**src/rtl/uart_te_pkg.sv**
```systemverilog
// Package: register offsets and the receiver state type shared by the
// task-event UART modules. Offsets are word indices on a 4-bit address.
package uart_te_pkg;
    localparam logic [3:0] OFS_ENABLE  = 4'h0;
    localparam logic [3:0] OFS_RXARM   = 4'h1;
    localparam logic [3:0] OFS_TXARM   = 4'h2;
    localparam logic [3:0] OFS_HALT    = 4'h3;
    localparam logic [3:0] OFS_EVRX    = 4'h4;
    localparam logic [3:0] OFS_EVTX    = 4'h5;
    localparam logic [3:0] OFS_RXDATA  = 4'h6;
    localparam logic [3:0] OFS_TXDATA  = 4'h7;
    localparam logic [3:0] OFS_IE      = 4'h8;
    localparam logic [3:0] OFS_IESET   = 4'h9;
    localparam logic [3:0] OFS_IECLR   = 4'hA;
    localparam logic [3:0] OFS_STATUS  = 4'hB;

    localparam logic [7:0] ENABLE_CODE = 8'd4;
    localparam int IE_BIT_RX = 2;
    localparam int IE_BIT_TX = 7;

    typedef enum logic [1:0] {
        RXS_IDLE,
        RXS_START,
        RXS_DATA,
        RXS_STOP
    } rx_state_t;
endpackage

```
**src/rtl/uart_te_rx.sv**
```systemverilog
// Receive sampler: recovers 8N1 frames from an idle-high line.
// Assumes CLKS_PER_BIT >= 4. The line is synchronised with two flops, the
// start bit is confirmed at its middle, and each data bit and the stop bit
// are sampled one bit time apart. Frames with a low stop bit are dropped.
module uart_te_rx
    import uart_te_pkg::*;
#(
    parameter int CLKS_PER_BIT = 8
) (
    input  logic       clk,
    input  logic       rst_n,
    input  logic       rx_i,
    output logic       byte_vld,
    output logic [7:0] byte_o
);
    localparam int CW = $clog2(CLKS_PER_BIT + 1);
    localparam logic [CW-1:0] LAST = CW'(CLKS_PER_BIT - 1);
    localparam logic [CW-1:0] HALF = CW'(CLKS_PER_BIT / 2 - 1);

    logic [1:0]    sync_q;
    rx_state_t     st_q;
    logic [CW-1:0] cnt_q;
    logic [2:0]    bit_q;
    logic [7:0]    sh_q;
    logic          rxs;

    assign rxs = sync_q[1];

    // Two-flop synchroniser for the asynchronous line, reset to idle high.
    always_ff @(posedge clk) begin
        if (!rst_n) sync_q <= 2'b11;
        else        sync_q <= {sync_q[0], rx_i};
    end

    // Frame state machine: start detect, data sampling, stop check.
    always_ff @(posedge clk) begin
        if (!rst_n) begin
            st_q     <= RXS_IDLE;
            cnt_q    <= '0;
            bit_q    <= '0;
            sh_q     <= '0;
            byte_vld <= 1'b0;
        end else begin
            byte_vld <= 1'b0;
            case (st_q)
                RXS_IDLE: begin
                    cnt_q <= '0;
                    if (!rxs) st_q <= RXS_START;
                end
                RXS_START: begin
                    if (cnt_q == HALF) begin
                        cnt_q <= '0;
                        bit_q <= '0;
                        st_q  <= rxs ? RXS_IDLE : RXS_DATA;
                    end else begin
                        cnt_q <= cnt_q + 1'b1;
                    end
                end
                RXS_DATA: begin
                    if (cnt_q == LAST) begin
                        cnt_q <= '0;
                        sh_q  <= {rxs, sh_q[7:1]};
                        if (bit_q == 3'd7) st_q <= RXS_STOP;
                        else               bit_q <= bit_q + 1'b1;
                    end else begin
                        cnt_q <= cnt_q + 1'b1;
                    end
                end
                default: begin
                    if (cnt_q == LAST) begin
                        cnt_q    <= '0;
                        byte_vld <= rxs;
                        st_q     <= RXS_IDLE;
                    end else begin
                        cnt_q <= cnt_q + 1'b1;
                    end
                end
            endcase
        end
    end

    assign byte_o = sh_q;
endmodule

```
**src/rtl/uart_te_tx.sv**
```systemverilog
// Transmit shifter: sends one 8N1 frame per load, LSB first.
// Assumes load is asserted only while busy is low. done pulses for one
// cycle in the cycle the stop bit ends. The line is high when idle.
module uart_te_tx #(
    parameter int CLKS_PER_BIT = 8
) (
    input  logic       clk,
    input  logic       rst_n,
    input  logic       load,
    input  logic [7:0] data,
    output logic       busy,
    output logic       done,
    output logic       tx_o
);
    localparam int CW = $clog2(CLKS_PER_BIT + 1);
    localparam logic [CW-1:0] LAST = CW'(CLKS_PER_BIT - 1);
    localparam int FRAME_BITS = 10;

    logic [FRAME_BITS-1:0] sh_q;
    logic [CW-1:0]         cnt_q;
    logic [3:0]            nbit_q;

    // Frame shifter: loads start/data/stop and shifts once per bit time.
    always_ff @(posedge clk) begin
        if (!rst_n) begin
            sh_q   <= '1;
            cnt_q  <= '0;
            nbit_q <= '0;
            busy   <= 1'b0;
            done   <= 1'b0;
        end else begin
            done <= 1'b0;
            if (load && !busy) begin
                sh_q   <= {1'b1, data, 1'b0};
                cnt_q  <= '0;
                nbit_q <= '0;
                busy   <= 1'b1;
            end else if (busy) begin
                if (cnt_q == LAST) begin
                    cnt_q <= '0;
                    sh_q  <= {1'b1, sh_q[FRAME_BITS-1:1]};
                    if (nbit_q == 4'(FRAME_BITS - 1)) begin
                        busy <= 1'b0;
                        done <= 1'b1;
                    end else begin
                        nbit_q <= nbit_q + 1'b1;
                    end
                end else begin
                    cnt_q <= cnt_q + 1'b1;
                end
            end
        end
    end

    assign tx_o = busy ? sh_q[0] : 1'b1;
endmodule

```
**src/rtl/uart_te_fifo.sv**
```systemverilog
// Receive buffer: first-in first-out store of received bytes.
// Assumes DEPTH is a power of two, at least 2. A push while full is
// ignored; the parent reports it as an overrun.
module uart_te_fifo #(
    parameter int DEPTH = 4,
    parameter int W     = 8
) (
    input  logic         clk,
    input  logic         rst_n,
    input  logic         push,
    input  logic [W-1:0] push_data,
    input  logic         pop,
    output logic [W-1:0] head,
    output logic         empty,
    output logic         full
);
    localparam int AW = $clog2(DEPTH);

    logic [W-1:0] mem_q [DEPTH];
    logic [AW:0]  wp_q, rp_q;

    assign empty = (wp_q == rp_q);
    assign full  = (wp_q[AW] != rp_q[AW]) && (wp_q[AW-1:0] == rp_q[AW-1:0]);
    assign head  = mem_q[rp_q[AW-1:0]];

    // Pointer update: write on push when not full, read on pop when not empty.
    always_ff @(posedge clk) begin
        if (!rst_n) begin
            wp_q <= '0;
            rp_q <= '0;
        end else begin
            if (push && !full) wp_q <= wp_q + 1'b1;
            if (pop && !empty) rp_q <= rp_q + 1'b1;
        end
    end

    // Storage: entries are written only; no reset is needed on the array.
    genvar g;
    generate
        for (g = 0; g < DEPTH; g++) begin : g_slot
            always_ff @(posedge clk) begin
                if (push && !full && (wp_q[AW-1:0] == AW'(g)))
                    mem_q[g] <= push_data;
            end
        end
    endgenerate
endmodule

```
**src/rtl/uart_te_ctrl.sv**
```systemverilog
// Task-event UART top: register file, tasks, sticky events, interrupt
// and the glue between the receive sampler, buffer and transmit shifter.
// Assumes a single-cycle write strobe and a combinational read of reg_addr.
module uart_te_ctrl
    import uart_te_pkg::*;
#(
    parameter int CLKS_PER_BIT = 8,
    parameter int RX_DEPTH     = 4
) (
    input  logic       clk,
    input  logic       rst_n,
    input  logic       reg_wr,
    input  logic [3:0] reg_addr,
    input  logic [7:0] reg_wdata,
    output logic [7:0] reg_rdata,
    input  logic       rx_i,
    output logic       tx_o,
    output logic       irq_o
);
    logic [7:0] en_q, ie_q, rxd_q;
    logic       rx_run_q, tx_run_q, ev_rx, ev_tx, overrun;
    logic       uart_on;
    logic       rx_vld, rx_accept, fifo_pop, fifo_empty, fifo_full;
    logic [7:0] rx_byte, fifo_head;
    logic       txd_wr, tx_load, tx_busy, tx_done, tx_line;
    logic       wr_en, wr_rxarm, wr_txarm, wr_halt, wr_evrx, wr_evtx;
    logic       wr_ie, wr_ieset, wr_ieclr, wr_status;

    assign uart_on   = (en_q == ENABLE_CODE);
    assign wr_en     = reg_wr && (reg_addr == OFS_ENABLE);
    assign wr_rxarm  = reg_wr && (reg_addr == OFS_RXARM) && reg_wdata[0];
    assign wr_txarm  = reg_wr && (reg_addr == OFS_TXARM) && reg_wdata[0];
    assign wr_halt   = reg_wr && (reg_addr == OFS_HALT)  && reg_wdata[0];
    assign wr_evrx   = reg_wr && (reg_addr == OFS_EVRX)  && (reg_wdata == 8'd0);
    assign wr_evtx   = reg_wr && (reg_addr == OFS_EVTX)  && (reg_wdata == 8'd0);
    assign wr_ie     = reg_wr && (reg_addr == OFS_IE);
    assign wr_ieset  = reg_wr && (reg_addr == OFS_IESET);
    assign wr_ieclr  = reg_wr && (reg_addr == OFS_IECLR);
    assign wr_status = reg_wr && (reg_addr == OFS_STATUS) && (reg_wdata == 8'd0);
    assign txd_wr    = reg_wr && (reg_addr == OFS_TXDATA);

    assign rx_accept = rx_vld && uart_on && rx_run_q;
    assign fifo_pop  = uart_on && !ev_rx && !fifo_empty;
    assign tx_load   = txd_wr && uart_on && tx_run_q && !tx_busy;

    uart_te_rx #(.CLKS_PER_BIT(CLKS_PER_BIT)) u_rx (
        .clk(clk), .rst_n(rst_n), .rx_i(rx_i),
        .byte_vld(rx_vld), .byte_o(rx_byte)
    );

    uart_te_fifo #(.DEPTH(RX_DEPTH), .W(8)) u_buf (
        .clk(clk), .rst_n(rst_n),
        .push(rx_accept), .push_data(rx_byte),
        .pop(fifo_pop), .head(fifo_head),
        .empty(fifo_empty), .full(fifo_full)
    );

    uart_te_tx #(.CLKS_PER_BIT(CLKS_PER_BIT)) u_tx (
        .clk(clk), .rst_n(rst_n), .load(tx_load), .data(reg_wdata),
        .busy(tx_busy), .done(tx_done), .tx_o(tx_line)
    );

    assign tx_o = tx_line;

    // Control register and the run flags set by tasks.
    always_ff @(posedge clk) begin
        if (!rst_n) begin
            en_q     <= '0;
            rx_run_q <= 1'b0;
            tx_run_q <= 1'b0;
        end else begin
            if (wr_en) en_q <= reg_wdata;
            if (wr_halt) begin
                rx_run_q <= 1'b0;
                tx_run_q <= 1'b0;
            end else begin
                if (wr_rxarm) rx_run_q <= 1'b1;
                if (wr_txarm) tx_run_q <= 1'b1;
            end
        end
    end

    // Sticky events: hardware sets, a write of zero clears.
    always_ff @(posedge clk) begin
        if (!rst_n) begin
            ev_rx <= 1'b0;
            ev_tx <= 1'b0;
        end else begin
            if (fifo_pop)     ev_rx <= 1'b1;
            else if (wr_evrx) ev_rx <= 1'b0;
            if (tx_done)      ev_tx <= 1'b1;
            else if (wr_evtx) ev_tx <= 1'b0;
        end
    end

    // Presented receive byte, loaded from the buffer head on each pop.
    always_ff @(posedge clk) begin
        if (!rst_n)        rxd_q <= '0;
        else if (fifo_pop) rxd_q <= fifo_head;
    end

    // Interrupt enables with direct, set and clear write paths.
    always_ff @(posedge clk) begin
        if (!rst_n)        ie_q <= '0;
        else if (wr_ie)    ie_q <= reg_wdata;
        else if (wr_ieset) ie_q <= ie_q | reg_wdata;
        else if (wr_ieclr) ie_q <= ie_q & ~reg_wdata;
    end

    // Overrun status: set when a frame finds the buffer full.
    always_ff @(posedge clk) begin
        if (!rst_n)                       overrun <= 1'b0;
        else if (rx_accept && fifo_full)  overrun <= 1'b1;
        else if (wr_status)               overrun <= 1'b0;
    end

    // Interrupt combine from pending events and their enables.
    assign irq_o = (ev_rx && ie_q[IE_BIT_RX]) || (ev_tx && ie_q[IE_BIT_TX]);

    // Read multiplexer over the register offsets.
    always_comb begin
        case (reg_addr)
            OFS_ENABLE: reg_rdata = en_q;
            OFS_EVRX:   reg_rdata = {7'd0, ev_rx};
            OFS_EVTX:   reg_rdata = {7'd0, ev_tx};
            OFS_RXDATA: reg_rdata = rxd_q;
            OFS_IE:     reg_rdata = ie_q;
            OFS_STATUS: reg_rdata = {7'd0, overrun};
            default:    reg_rdata = 8'd0;
        endcase
    end
endmodule

```
**config.mk**
```make
export PLATFORM = sky130hd
export DESIGN_NAME = uart_te_ctrl
export DESIGN_NICKNAME = d
export VERILOG_FILES = /design/src/rtl/uart_te_pkg.sv /design/src/rtl/uart_te_rx.sv /design/src/rtl/uart_te_tx.sv /design/src/rtl/uart_te_fifo.sv /design/src/rtl/uart_te_ctrl.sv
export SDC_FILE = /design/constraint.sdc
export NUM_CORES = 1
export LEC_CHECK = 0
export CORE_AREA = 5 5 105 156
export CTS_CLUSTER_SIZE = 24
export DETAILED_ROUTE_END_ITERATION = 16
export DIE_AREA = 0 0 110 161
export GPL_TIMING_DRIVEN = 0
export SETUP_SLACK_MARGIN = 0.2
export SYNTH_ARGS = -nofsm -noshare
export SYNTH_HDL_FRONTEND = slang
export SYNTH_HIERARCHICAL = 1
export SYNTH_SLANG_ARGS = --single-unit
```
**constraint.sdc**
```tcl
create_clock -name clk -period 2.48 [get_ports clk]
set_input_delay 0.496 -clock clk [delete_from_list [all_inputs] [get_ports clk]]
set_output_delay 0.496 -clock clk [all_outputs]
set_load 0.1 [all_outputs]
```
## Word level (Yosys, flattened, before mapping)

Memories as Yosys holds them, arrays and structs flattened. A register that Yosys moved wholly into a read port is not among the register bits.
Cells that the tools add are included.

- Register bits: 66
- RAM bits: 32
- Input port bits: 16
- Output and inout bits: 10
- Word-level logic and storage cells: 181
- Memories kept: 1

Memories:

| name | depth | width | read ports | clocked after memory_dff | wr ports | RTL line | text |
|---|---|---|---|---|---|---|---|
| u_buf.mem_q | 4 | 8 | 1 | 1 | 1 | uart_te_fifo.sv:19 | `logic [W-1:0] mem_q [DEPTH];` |

- Add/subtract/negate cells: 6
- Equal/unequal tests: 30
- Multiplexer cells: 51
- Bitwise gates (word level): 8
- Reductions and logical operators: 65

Operators with widths:

| cell | count |
|---|---|
| 2-to-1 mux 8 bit | 6 |
| one-hot mux 8 bit (6 select lines) | 1 |
| logical AND 1 bit | 35 |
| 2-to-1 mux 9 bit | 3 |
| == test 4 x 3 -> 1 bit (second input constant) | 6 |
| OR reduction 8 bit | 3 |
| 2-to-1 mux 1 bit | 23 |
| == test 4 bit (second input constant) | 5 |
| 2-to-1 mux 2 bit | 9 |
| adder 4 x 1 -> 4 bit (second input constant) | 3 |
| == test 4 x 2 -> 1 bit (second input constant) | 3 |
| 2-to-1 mux 4 bit | 3 |
| nonzero test 2 bit | 6 |
| adder 3 x 1 -> 3 bit (second input constant) | 3 |
| 2-to-1 mux 3 bit | 3 |
| AND 8 bit | 1 |
| == test 8 x 3 -> 1 bit (second input constant) | 1 |
| logical NOT 8 bit | 1 |
| NOT 8 bit | 1 |
| bitwise OR 8 bit | 1 |
| one-hot mux 4 bit (2 select lines) | 1 |
| == test 2 bit (second input constant) | 3 |
| != test 2 x 1 -> 1 bit (second input constant) | 3 |
| one-hot mux 2 bit (3 select lines) | 1 |
| 21 further kinds | 35 |

## Longest topological paths before layout

- Word-level depth: 11
- Mapped depth: 9
- Mapped depth without buffers: 7

## Cells and area by module

The synthesis kept the hierarchy.

By module, submodules not included:

| module | times used | cells each | area each (µm²) | sequential area each (µm²) |
|---|---|---|---|---|
| uart_te_fifo | 1 | 110 | 1724.2 | 1121.1 |
| uart_te_ctrl | 1 | 170 | 1514.0 | 580.6 |
| uart_te_rx | 1 | 109 | 982.2 | 400.4 |
| uart_te_tx | 1 | 94 | 888.4 | 380.4 |

## Worst setup path after synthesis

No wires, ideal clock.

- Path type: input to output
- Start: input reg_addr[0]
- End: output reg_rdata[0]
- Data arrival time: 2.436 ns
- Required time: 1.984 ns
- Slack: -0.452 ns
- Stages: 3
- Path buffers: 1
- Cells stage by stage: buf_2 or2_2 o211ai_1

- Word-level cells in the longest chain between the ends: 2
- Elaborated cells on any way between the ends: 7
- Classes of those cells: 5 x eq/ne; 1 x mux; 1 x reduce/logical

Ends and longest elaborated chain:

| element | RTL line | text |
|---|---|---|
| start: declaration | uart_te_ctrl.sv:13 | `input logic [3:0] reg_addr,` |
| == test 4 bit (tied with other cells) | uart_te_ctrl.sv:122 | `case (reg_addr)` |
| one-hot mux 8 bit (6 select lines) (*) | uart_te_ctrl.sv:122 |  |
| end: declaration | uart_te_ctrl.sv:15 | `output logic [7:0] reg_rdata,` |

Every way passes the cells marked *; elsewhere a longest branch is shown, timed or not.

## Worst setup path in the final report

- Start: register ev_rx
- End: output irq_o

- Word-level cells in the longest chain between the ends: 2

Ends and longest elaborated chain:

| element | RTL line | text |
|---|---|---|
| start: declaration | uart_te_ctrl.sv:21 | `logic rx_run_q, tx_run_q, ev_rx, ev_tx, overrun;` |
| start signal: assignment | uart_te_ctrl.sv:86 | `ev_rx <= 1'b0;` |
| start signal: assignment | uart_te_ctrl.sv:89 | `if (fifo_pop) ev_rx <= 1'b1;` |
| start signal: assignment | uart_te_ctrl.sv:90 | `else if (wr_evrx) ev_rx <= 1'b0;` |
| logical AND 1 bit | uart_te_ctrl.sv:118 | `assign irq_o = (ev_rx && ie_q[IE_BIT_RX]) \|\| (ev_tx && ie_q[IE_BIT_TX]);` |
| logical OR 1 bit | uart_te_ctrl.sv:118 |  |
| end: declaration | uart_te_ctrl.sv:18 | `output logic irq_o` |

No other way between the ends.

==> flow_summary.toml <==
[pwr]
powerDensity_mw_per_mm2 = 597.6
p_int_mw = 2.799
pwr-share-seq_pct = 49.8
peakVddDrop_v = 0.0003041
pwr-share-clk_pct = 41.1
switching_share_pct = 24.85
comb_power_share_pct = 9.1
power_mw = 3.725
p_switching_mw = 0.9257
leakagePower_nw = 2.313

[synth]
synth.distinct_cells = 66
synth.cell_area_mm2 = 0.005109
yosys_warnings = 6
synth_fp_nets = 514
dominantRegCellSynth = "dfxtp_1"
synthSimpleGateAreaFrac_pct = 19.74
synthArstFlopShare_pct = 0
synthCells = 483
synth_compound_area_share_pct = 15.85
synth-seq-cells = 108
synthMuxAreaShare_pct = 5.682
synth_area_leaders = "dfxtp_1, edfxtp_1, nand2_1"
syn_area_per_cell_um2 = 10.58
synth_top_family_by_area = "simple AND/OR/NAND/NOR gates"
synth_xor_area_share_pct = 1.543
synth_edf_count = 32
synth_fa_ha_area_share_pct = 3.674
yosysSeqAreaShare_pct = 48.59
synth.largest_area_cell = "dfxtp_1"
synth.top_cell.area_share_pct = 29.78

[sta]
clock.fmax_ghz = 0.4485
finalSetupViolCount = 0
maxSlewViolCount = 0
fin_crit_ns = 2.230
worst_slack_ns = 0.2502
rsz0062_at_grt = "true"
slew_headroom_pct = 36.64
skew_ns = 0.01356
finalCritPeriodShare_pct = 89.91
worst_pin_slew_ns = 0.9542
final_hold_viol_count = 0

[outcome]
status = "completed"

[critical_path]
endpoint_kind = "output port"
timing.critical_path.arrival_ns = 1.73
cp_max_fo = 4
critPathRequiredTime_ns = 1.98
critPathKind = "reg -> out"
start_kind = "register"

[routing]
via_count = 3833
vias_per_cell = 5.236
wl_um = 11560
drcViolationCount = 0
drt-initial-drc-count = 236
wire_per_inst_um = 15.79
ant_nets = 0
drt-pass1-iter-count = 5

[floorplan]
dieArea_mm2 = 0.01771
coreArea_mm2 = 0.01493
start_util_pct = 34.21
die_w_um = 110
die_h_um = 161
fp-row-count = 55
pin_count = 26

[clock_tree]
cts_buffers = 9
cts_hold_buf = 0
cts.path.max_buffers = 2
cts.sinks = 108
clk_pin_slew_worst_paths_ns = 0.07
clk_latency_ns = 0.35
cts_root_buffer = "clkbuf_16"
cts_tree = "yes"
htree_levels = 3

[layout]
drive_gt1_share_pct = 19.51
fin_util_pct = 41.74
syn_to_final_growth_pct = 22.02
final_nets = 559
design_area_mm2 = 0.006233
diodes = 0

[global_route]
grt_pass1_wl_um = 19330
grt_max_degree = 22
track_usage_pct = 13.55
gr-total-overflow = 0
grt_antenna_before_repair = 0
grt_pass1_vias = 3921

[placement]
hpwl_um = 8371
gp_congestion = 0.7924
place_area_mm2 = 0.005637
portBuffers = 25
dp_slack_ns = -1.303

[worst_hold_path]
hp-class = "reg -> reg"

[job]
cap_violations = 0
==> cell usage in the layout, fill, tap and decap left out, types with 6 or more instances in the layout <==
| master | count |
|---|---|
| nor3_1 | 9 |
| buf_4 | 11 |
| nor2_1 | 9 |
| a21boi_0 | 9 |
| a21oi_1 | 9 |
| inv_2 | 7 |
| nand3b_1 | 10 |
| inv_1 | 20 |
| and3_1 | 13 |
| nand4_1 | 7 |
| edfxtp_1 | 32 |
| o21a_1 | 10 |
| nand3_1 | 11 |
| o21ai_0 | 22 |
| a21boi_1 | 11 |
| clkbuf_1 | 11 |
| a222oi_1 | 7 |
| mux2i_1 | 11 |
| ha_1 | 15 |
| clkdlybuf4s50_1 | 10 |
| buf_2 | 6 |
| nand2_1 | 53 |
| mux4_2 | 8 |
| buf_6 | 11 |
| dfxtp_1 | 74 |
| clkbuf_16 | 9 |
| a32o_1 | 8 |
| nand2b_1 | 8 |
==> cells by family (layout without fill, tap and decap cells) <==
family                   Yosys count  after routing
XOR/XNOR                           9              9
buffers and inverters             56            106
adder cells (fa/ha/maj)           15             15
flip-flops                       108            108
multiplexers                      19             19
AO/OA/AOI/OAI                    108            108
AND/OR/NAND/NOR                  168            168
==> registers in the layout, indices dropped and copies added, names as in the netlist, 2 cells and up, named ones only <==
| name | cells |
|---|---|
| u_rx/sync_q | 2 |
| u_buf/rp_q | 3 |
| u_rx/st_q | 2 |
| u_buf/wp_q | 3 |
| en_q | 8 |
| u_tx/sh_q | 9 |
| u_buf/mem_q | 32 |
| u_rx/bit_q | 3 |
| u_tx/nbit_q | 4 |
| u_tx/cnt_q | 4 |
| u_rx/byte_o | 8 |
| rxd_q | 8 |
| u_rx/cnt_q | 4 |
==> Yosys cell counts, types with 5 or more instances <==
library cell  number
nor4b_1            5
a221o_1            5
a21boi_0           9
dfxtp_1           76
edfxtp_1          32
inv_1             27
ha_1              15
nand2b_1           9
nand2_1           53
nor2_1            11
a21boi_1          11
and3_1            13
nand3_1           11
nor3_1            10
nand3b_1          10
clkbuf_1          14
a21oi_1            9
nand4_1            7
o21ai_0           23
a32o_1             8
mux2i_1           11
xor2_1             6
a222oi_1           7
buf_2              9
mux4_2             8
o21a_1            10
==> worst max-delay path, cell delays in order, from the launching register on <==
cell and delay (ns):
dfxtp_1 0.38, a22o_1 0.17, clkdlybuf4s15_1 0.83
==> area by class of cell <==
type,count,area (µm²)
multi-input cells,319,2507
flip-flops and latches,108,2485
plain buffers,29,197.7
well taps,199,249.0
inverters,27,101.3
repair buffers,34,365.4
clock buffers,9,225.2
fillers,1411,8700
clock inverters,7,102.6
==> repair_timing <==
item | 4_1_cts | 5_1_grt
endpoints found under the setup margin | 56 | 69
setup buffers | 8 | 1
resized for setup | 105 | 24
pin swaps | 7 | 3
==> routing by layer <==
metal	vias to the layer above	wire [µm]	share of wire, %	GRT usage (%)
met3	23	351	3.0	2.679
met4	0	351	3.0	5.445
met1	1869	4756	41	15.53
met5	-	0	0	0
met2	64	6097	53	24.12
li1	1877	-	-	-
==> path summary, 6_finish.rpt <==
path	startpoint	end	slack [ns]	depth (start not counted)
worst max-delay path	ev_rx	irq_o	0.25	2
worst min-delay path	u_rx/sync_q[0]	u_rx/sync_q[1]	0.41	1
worst max register to register	en_q[3]	u_buf/mem_q[2][2]	0.30	6
worst min register to register	u_rx/sync_q[0]	u_rx/sync_q[1]	0.41	1
==> power by group through the flow <==
stage | Sequential, mW | Clock (mW) | Combinational, mW
floorplan | 1.89 | 0 | 0.228
global placement | 1.89 | 0 | 0.315
detailed placement | 1.89 | 0 | 0.321
CTS | 1.85 | 1.58 | 0.336
global route | 1.86 | 1.64 | 0.376
finish | 1.85 | 1.53 | 0.339
==> stage by stage <==
step	hold WS [ns]	TNS (ns)	instances
global placement	0.3926	-15.82	707
floorplan	0.3863	-0.3907	483
CTS	0.4123	0	731
detailed placement	0.3950	-18.49	707
finish	0.4113	0	732
global route	0.4407	0	732
(Power assumes the default switching activity.)
